**src/rtl/vaseg_pkg.sv**
```systemverilog
package vaseg_pkg;
  localparam int VA_W     = 64;
  localparam int NARROW_W = 32;
  localparam int CLR_WIDE = 4;   // upper bits cleared in 64-bit direct segments
  localparam int CLR_NARR = 2;   // upper bits cleared in 32-bit direct segments

  typedef enum logic [1:0] {
    ATTR_SO_UNCACHED = 2'd0,
    ATTR_COHERENT    = 2'd1,
    ATTR_WO_UNCACHED = 2'd2,
    ATTR_UNDEF       = 2'd3
  } attr_e;

  typedef enum logic [1:0] {
    REG_USER_PAGED,
    REG_KERN_PAGED,
    REG_DIRECT,
    REG_BLOCKED
  } region_e;

  typedef struct packed {
    logic       capture;
    logic       paged;
    logic       direct;
    logic       fault;
    logic [1:0] attr;
  } ctl_t;
endpackage

```
**src/rtl/vaseg_ctrl.sv**
```systemverilog
module vaseg_ctrl
  import vaseg_pkg::*;
#(
  parameter bit OpenSeg01 = 1'b0
) (
  input  logic       inValid,
  input  logic       inWide,
  input  logic [1:0] inPriv,
  input  logic [3:0] wideTop,    // address bits 63:60
  input  logic [2:0] narrowTop,  // address bits 31:29
  output ctl_t       ctl
);
  logic    seg01Open;
  region_e region;
  logic [1:0] rawAttr;
  logic    privOk;
  logic    attrOk;
  logic    fault;
  logic    isPaged;

  generate
    if (OpenSeg01) begin : g_open
      assign seg01Open = 1'b1;
    end else begin : g_closed
      assign seg01Open = 1'b0;
    end
  endgenerate

  always_comb begin
    if (!inWide) begin
      if (!narrowTop[2])     region = REG_USER_PAGED;
      else if (narrowTop[1]) region = REG_KERN_PAGED;
      else                   region = REG_DIRECT;
      rawAttr = narrowTop[0] ? ATTR_COHERENT : ATTR_SO_UNCACHED;
    end else begin
      unique case (wideTop[3:2])
        2'b00:   region = REG_USER_PAGED;
        2'b11:   region = REG_KERN_PAGED;
        2'b10:   region = REG_DIRECT;
        default: region = seg01Open ? REG_DIRECT : REG_BLOCKED;
      endcase
      rawAttr = wideTop[1:0];
    end
  end

  always_comb begin
    privOk  = (region == REG_USER_PAGED) || (inPriv == 2'd0);
    attrOk  = !((region == REG_DIRECT) && (rawAttr == ATTR_UNDEF));
    fault   = (region == REG_BLOCKED) || !privOk || !attrOk;
    isPaged = (region == REG_USER_PAGED) || (region == REG_KERN_PAGED);

    ctl.capture = inValid;
    ctl.fault   = fault;
    ctl.paged   = !fault && isPaged;
    ctl.direct  = !fault && (region == REG_DIRECT);
    if (fault)        ctl.attr = 2'd0;
    else if (isPaged) ctl.attr = ATTR_COHERENT;
    else              ctl.attr = rawAttr;
  end
endmodule

```
**src/rtl/vaseg_dpath.sv**
```systemverilog
module vaseg_dpath
  import vaseg_pkg::*;
(
  input  logic            clk,
  input  logic            rst_n,
  input  ctl_t            ctl,
  input  logic            inWide,
  input  logic [VA_W-1:0] inAddr,
  output logic            outValid,
  output logic [VA_W-1:0] outPhys,
  output logic [1:0]      outAttr,
  output logic            outPaged,
  output logic            outFault
);
  localparam logic [VA_W-1:0] MaskWide =
    {{CLR_WIDE{1'b0}}, {(VA_W-CLR_WIDE){1'b1}}};
  localparam logic [VA_W-1:0] MaskNarrow =
    {{(VA_W-NARROW_W+CLR_NARR){1'b0}}, {(NARROW_W-CLR_NARR){1'b1}}};

  logic [VA_W-1:0] directPhys;
  logic [VA_W-1:0] nextPhys;

  always_comb begin
    directPhys = inAddr & (inWide ? MaskWide : MaskNarrow);
    nextPhys   = ctl.direct ? directPhys : '0;
  end

  always_ff @(posedge clk) begin
    if (!rst_n) begin
      outValid <= 1'b0;
      outPhys  <= '0;
      outAttr  <= 2'd0;
      outPaged <= 1'b0;
      outFault <= 1'b0;
    end else begin
      outValid <= ctl.capture;
      if (ctl.capture) begin
        outPhys  <= nextPhys;
        outAttr  <= ctl.attr;
        outPaged <= ctl.paged;
        outFault <= ctl.fault;
      end
    end
  end

  // a fault carries no address, attribute or TLB flag
  a_r11_fault_clean: assert property (@(posedge clk) disable iff (!rst_n)
    outFault |-> (outPhys == '0 && outAttr == 2'd0 && !outPaged));

  // a direct result never carries the cleared upper bits
  a_r7_direct_top_clear: assert property (@(posedge clk) disable iff (!rst_n)
    (outValid && !outPaged && !outFault) |-> (outPhys[VA_W-1 -: CLR_WIDE] == '0));
endmodule

```
**src/rtl/vaseg_decoder.sv**
```systemverilog
module vaseg_decoder
  import vaseg_pkg::*;
#(
  parameter bit OpenSeg01 = 1'b0
) (
  input  logic            clk,
  input  logic            rst_n,
  input  logic            inValid,
  input  logic            inWide,
  input  logic [1:0]      inPriv,
  input  logic [VA_W-1:0] inAddr,
  output logic            outValid,
  output logic [VA_W-1:0] outPhys,
  output logic [1:0]      outAttr,
  output logic            outPaged,
  output logic            outFault
);
  ctl_t ctl;

  vaseg_ctrl #(.OpenSeg01(OpenSeg01)) u_ctrl (
    .inValid  (inValid),
    .inWide   (inWide),
    .inPriv   (inPriv),
    .wideTop  (inAddr[VA_W-1 -: 4]),
    .narrowTop(inAddr[NARROW_W-1 -: 3]),
    .ctl      (ctl)
  );

  vaseg_dpath u_dpath (
    .clk     (clk),
    .rst_n   (rst_n),
    .ctl     (ctl),
    .inWide  (inWide),
    .inAddr  (inAddr),
    .outValid(outValid),
    .outPhys (outPhys),
    .outAttr (outAttr),
    .outPaged(outPaged),
    .outFault(outFault)
  );

  // result qualifier follows the request by one cycle
  a_r1_valid_follows: assert property (@(posedge clk) disable iff (!rst_n)
    inValid |=> outValid);
  a_r1_idle_quiet: assert property (@(posedge clk) disable iff (!rst_n)
    !inValid |=> !outValid);

  // low user half of 32-bit space never faults
  a_r2_user_low: assert property (@(posedge clk) disable iff (!rst_n)
    (inValid && !inWide && !inAddr[NARROW_W-1]) |=> (outPaged && !outFault));

  // non-zero privilege outside the user segment faults
  a_r10_priv_fault: assert property (@(posedge clk) disable iff (!rst_n)
    (inValid && inPriv != 2'd0 &&
     ((!inWide && inAddr[NARROW_W-1]) || (inWide && inAddr[VA_W-1 -: 2] != 2'b00)))
    |=> outFault);
endmodule

```
**config.mk**
```make
export PLATFORM = sky130hd
export DESIGN_NAME = vaseg_decoder
export DESIGN_NICKNAME = d
export VERILOG_FILES = /design/src/rtl/vaseg_pkg.sv /design/src/rtl/vaseg_ctrl.sv /design/src/rtl/vaseg_dpath.sv /design/src/rtl/vaseg_decoder.sv
export SDC_FILE = /design/constraint.sdc
export NUM_CORES = 1
export LEC_CHECK = 0
export BUFFER_PORTS_ARGS = -buffer_cell sky130_fd_sc_hd__buf_4
export CORE_MARGIN = 5
export CORE_UTILIZATION = 40
export DETAILED_ROUTE_END_ITERATION = 10
export GPL_TIMING_DRIVEN = 0
export PLACE_DENSITY_LB_ADDON = 0.1
export SYNTH_ARGS = -nofsm -noshare
export SYNTH_HDL_FRONTEND = slang
export SYNTH_SLANG_ARGS = --single-unit
```
**constraint.sdc**
```tcl
create_clock -name clk -period 3.05 [get_ports clk]
set_input_delay 0.61 -clock clk [delete_from_list [all_inputs] [get_ports clk]]
set_output_delay 0.61 -clock clk [all_outputs]
set_load 0.02 [all_outputs]
```
==> metrics <==
Layout area overhead=59.85%; post-synthesis instance total=172; CTS tree=done; Clock Power Share=41.3%; syn avg cell area=12.63 sq um; diodes inserted=0; post-DP HPWL=4.615 mm; ys async rst share=0%; max cap viols=0; fin crit share=57.39%; vias=1920; worst vdd ir=0.2779 mV; Critical Path Slowest Stage Cell=or3_4; Yosys warnings=0; Die Wd=83.69 um; DRC errors left=0; initial drt markers=87; Core Region=5205 sq um; Sw Ratio=21.45%; DR WL/cell=15.21 um; worst hold start=u_dpath.outPhys[47]$_SDFFE_PN0P_; number of global-route vias before repair=2026; Via density=4.873; cts repair resizes=0; final hold vios=0; clock tree sinks=65; Post-DRT Antenna Nets=0; Arr. time, crit path=2030 ps; combinational power share=8.9%; port bufs=134; worst path cell trace=buf_4 -> ha_1 -> nand2b_1 -> or3_4 -> a21oi_4 -> buf_6 -> a22o_1; hold crit path type=flop to flop; worst path required time=3330 ps; setup bufs post-CTS=0; die area=7004 sq um; CTS root buffer=clkbuf_8; status=completed; Die Y=83.69 um; final core utilization=66.71%; CP startpoint=inAddr[62]; Top FF cell, synth=dfxtp_1; Distinct cells, synth=27; layout cells sized above 1=50.62%; Post-synth EDFFs=0; routability cong.=0.7335; Max Fclk=571.3 MHz; max-slew violations=0; Cell Rows=26; # setup viols final=0; Max clock buf depth=2; final global-route overflow total=0; Top Family by Delay on Critical Path=simple AND/OR/NAND/NOR gates; crit path capture type=flop; DRT Pass-1 Iters=4; Int Power=1361 uW; Flop pwr share=49.8%; Crit Path Category=input pin to flop; crit-path max FO=10; largest net degree at the start of global routing=11; CP Buf/Inv Count=2; clk slew on worst S/H paths=70 ps; #FFs+latches synth=65; Setup crit start kind=input pin; initial antenna violation count=0; I/O pins=139; FF-to-FF Start=u_dpath.outPaged$_SDFFE_PN0P_; initial core utilization=41.73%; switching power=371.8 uW; min Tclk post-route=1750 ps; total power per unit cell area=499.2 nW/um^2; Num CTS Buffers=9; sequential cell area fraction in the yosys report=59.91%; Crit path largest cell delay=370 ps; P_leak=0.001662 uW; RSZ-0062 raised after global routing=no; routed wire length=5.992 mm; H-Tree Depth=3; Setup TNS Final=0 ps; hold_buf cts=0; Final #Nets=392; Cell Area, Synth=2172 sq um; first-pass GRT wire length=9.584 mm; Tot GR Track Use=17.08%; final setup skew=0 ps; Clock Latency Late Sink=330 ps
layout make-up:
type,count,area [sq um]
tap,70,87.58
multi-input combinational,92,754.5
clock buffer,12,155.1
fill,440,1733
inverter,1,3.754
sequential,65,1301
buffer,17,123.9
timing repair buffer,134,1006
clock inverter,3,40.04
cells in the final DEF, fill, tap and decap left out, types with 3 or more instances in the layout:
| cell | instances |
|---|---|
| buf_4 | 138 |
| dfxtp_1 | 65 |
| a22o_1 | 60 |
| clkbuf_8 | 11 |
| clkbuf_1 | 8 |
| buf_6 | 6 |
| conb_1 | 4 |
| nor2b_1 | 3 |
| o21ai_0 | 3 |
| a21oi_1 | 3 |
kinds of logic (layout without fill, tap and decap cells):
family / Yosys count / count (layout) / synth area share [%]
flops: 65 / 65 / 59.91
simple gates: 14 / 14 / 4.436
other cells: 1 / 4 / 0.1726
compound gates: 71 / 71 / 28.00
fa+ha+maj: 2 / 2 / 1.152
mux: 1 / 1 / 0.4608
buf+inv: 18 / 167 / 5.875
Yosys cell counts (2+ instances only):
| master | count | area (sq um) |
|---|---|---|
| a22o_2 | 2 | 20.02 |
| a21oi_1 | 3 | 15.01 |
| ha_1 | 2 | 25.02 |
| buf_6 | 6 | 67.56 |
| clkbuf_1 | 7 | 26.28 |
| buf_4 | 4 | 30.03 |
| nor2b_1 | 3 | 18.77 |
| dfxtp_1 | 65 | 1301 |
| a22o_1 | 60 | 525.5 |
| o21ai_0 | 3 | 15.01 |
per-layer routing:
layer | global-route usage (%) | vias to the layer above | routed length (um)
met4 | 7.456 | 0 | 96
met3 | 8.983 | 10 | 706
met2 | 26.39 | 92 | 2694
met5 | 0 | - | 0
met1 | 19.62 | 879 | 2495
li1 | - | 939 | -
sequential cells by signal (all words and copies together) (netlist names):
name / cells
u_dpath.outPhys: 60
u_dpath.outValid: 1
u_dpath.outAttr: 2
u_dpath.outPaged: 1
u_dpath.outFault: 1
path summary, 6_finish.rpt:
kind	depth (start not counted)	slack [ps]	to
worst max-delay path	7	1300	u_dpath.outPhys[22]$_SDFFE_PN0P_
worst min-delay path	1	480	u_dpath.outPhys[47]$_SDFFE_PN0P_
worst max register to register	2	2350	u_dpath.outPaged$_SDFFE_PN0P_
worst min register to register	1	480	u_dpath.outPhys[47]$_SDFFE_PN0P_
per-stage QoR:
step	total power, uW	instances	instance area (sq um)	setup WS [ps]	hold WS [ps]
after floorplan	939.6	175	2183	1176	592.3
after global placement	1035	379	3277	961.5	463.3
after detailed placement	1037	379	3277	943.7	465.0
after CTS	1749	394	3472	1295	468.2
after global routing	1803	394	3472	1233	463.2
final	1733	394	3472	1300	481.0
power by group through the flow:
stage	registers (uW)	logic, uW	clock network, uW
3_3_place_gp	882	152	0
3_5_place_dp	883	155	0
5_1_grt	864	167	772
6_report	864	154	716
4_1_cts	864	155	730
2_1_floorplan	894	45.3	0
Note: power is estimated with default switching activity, not from simulation.
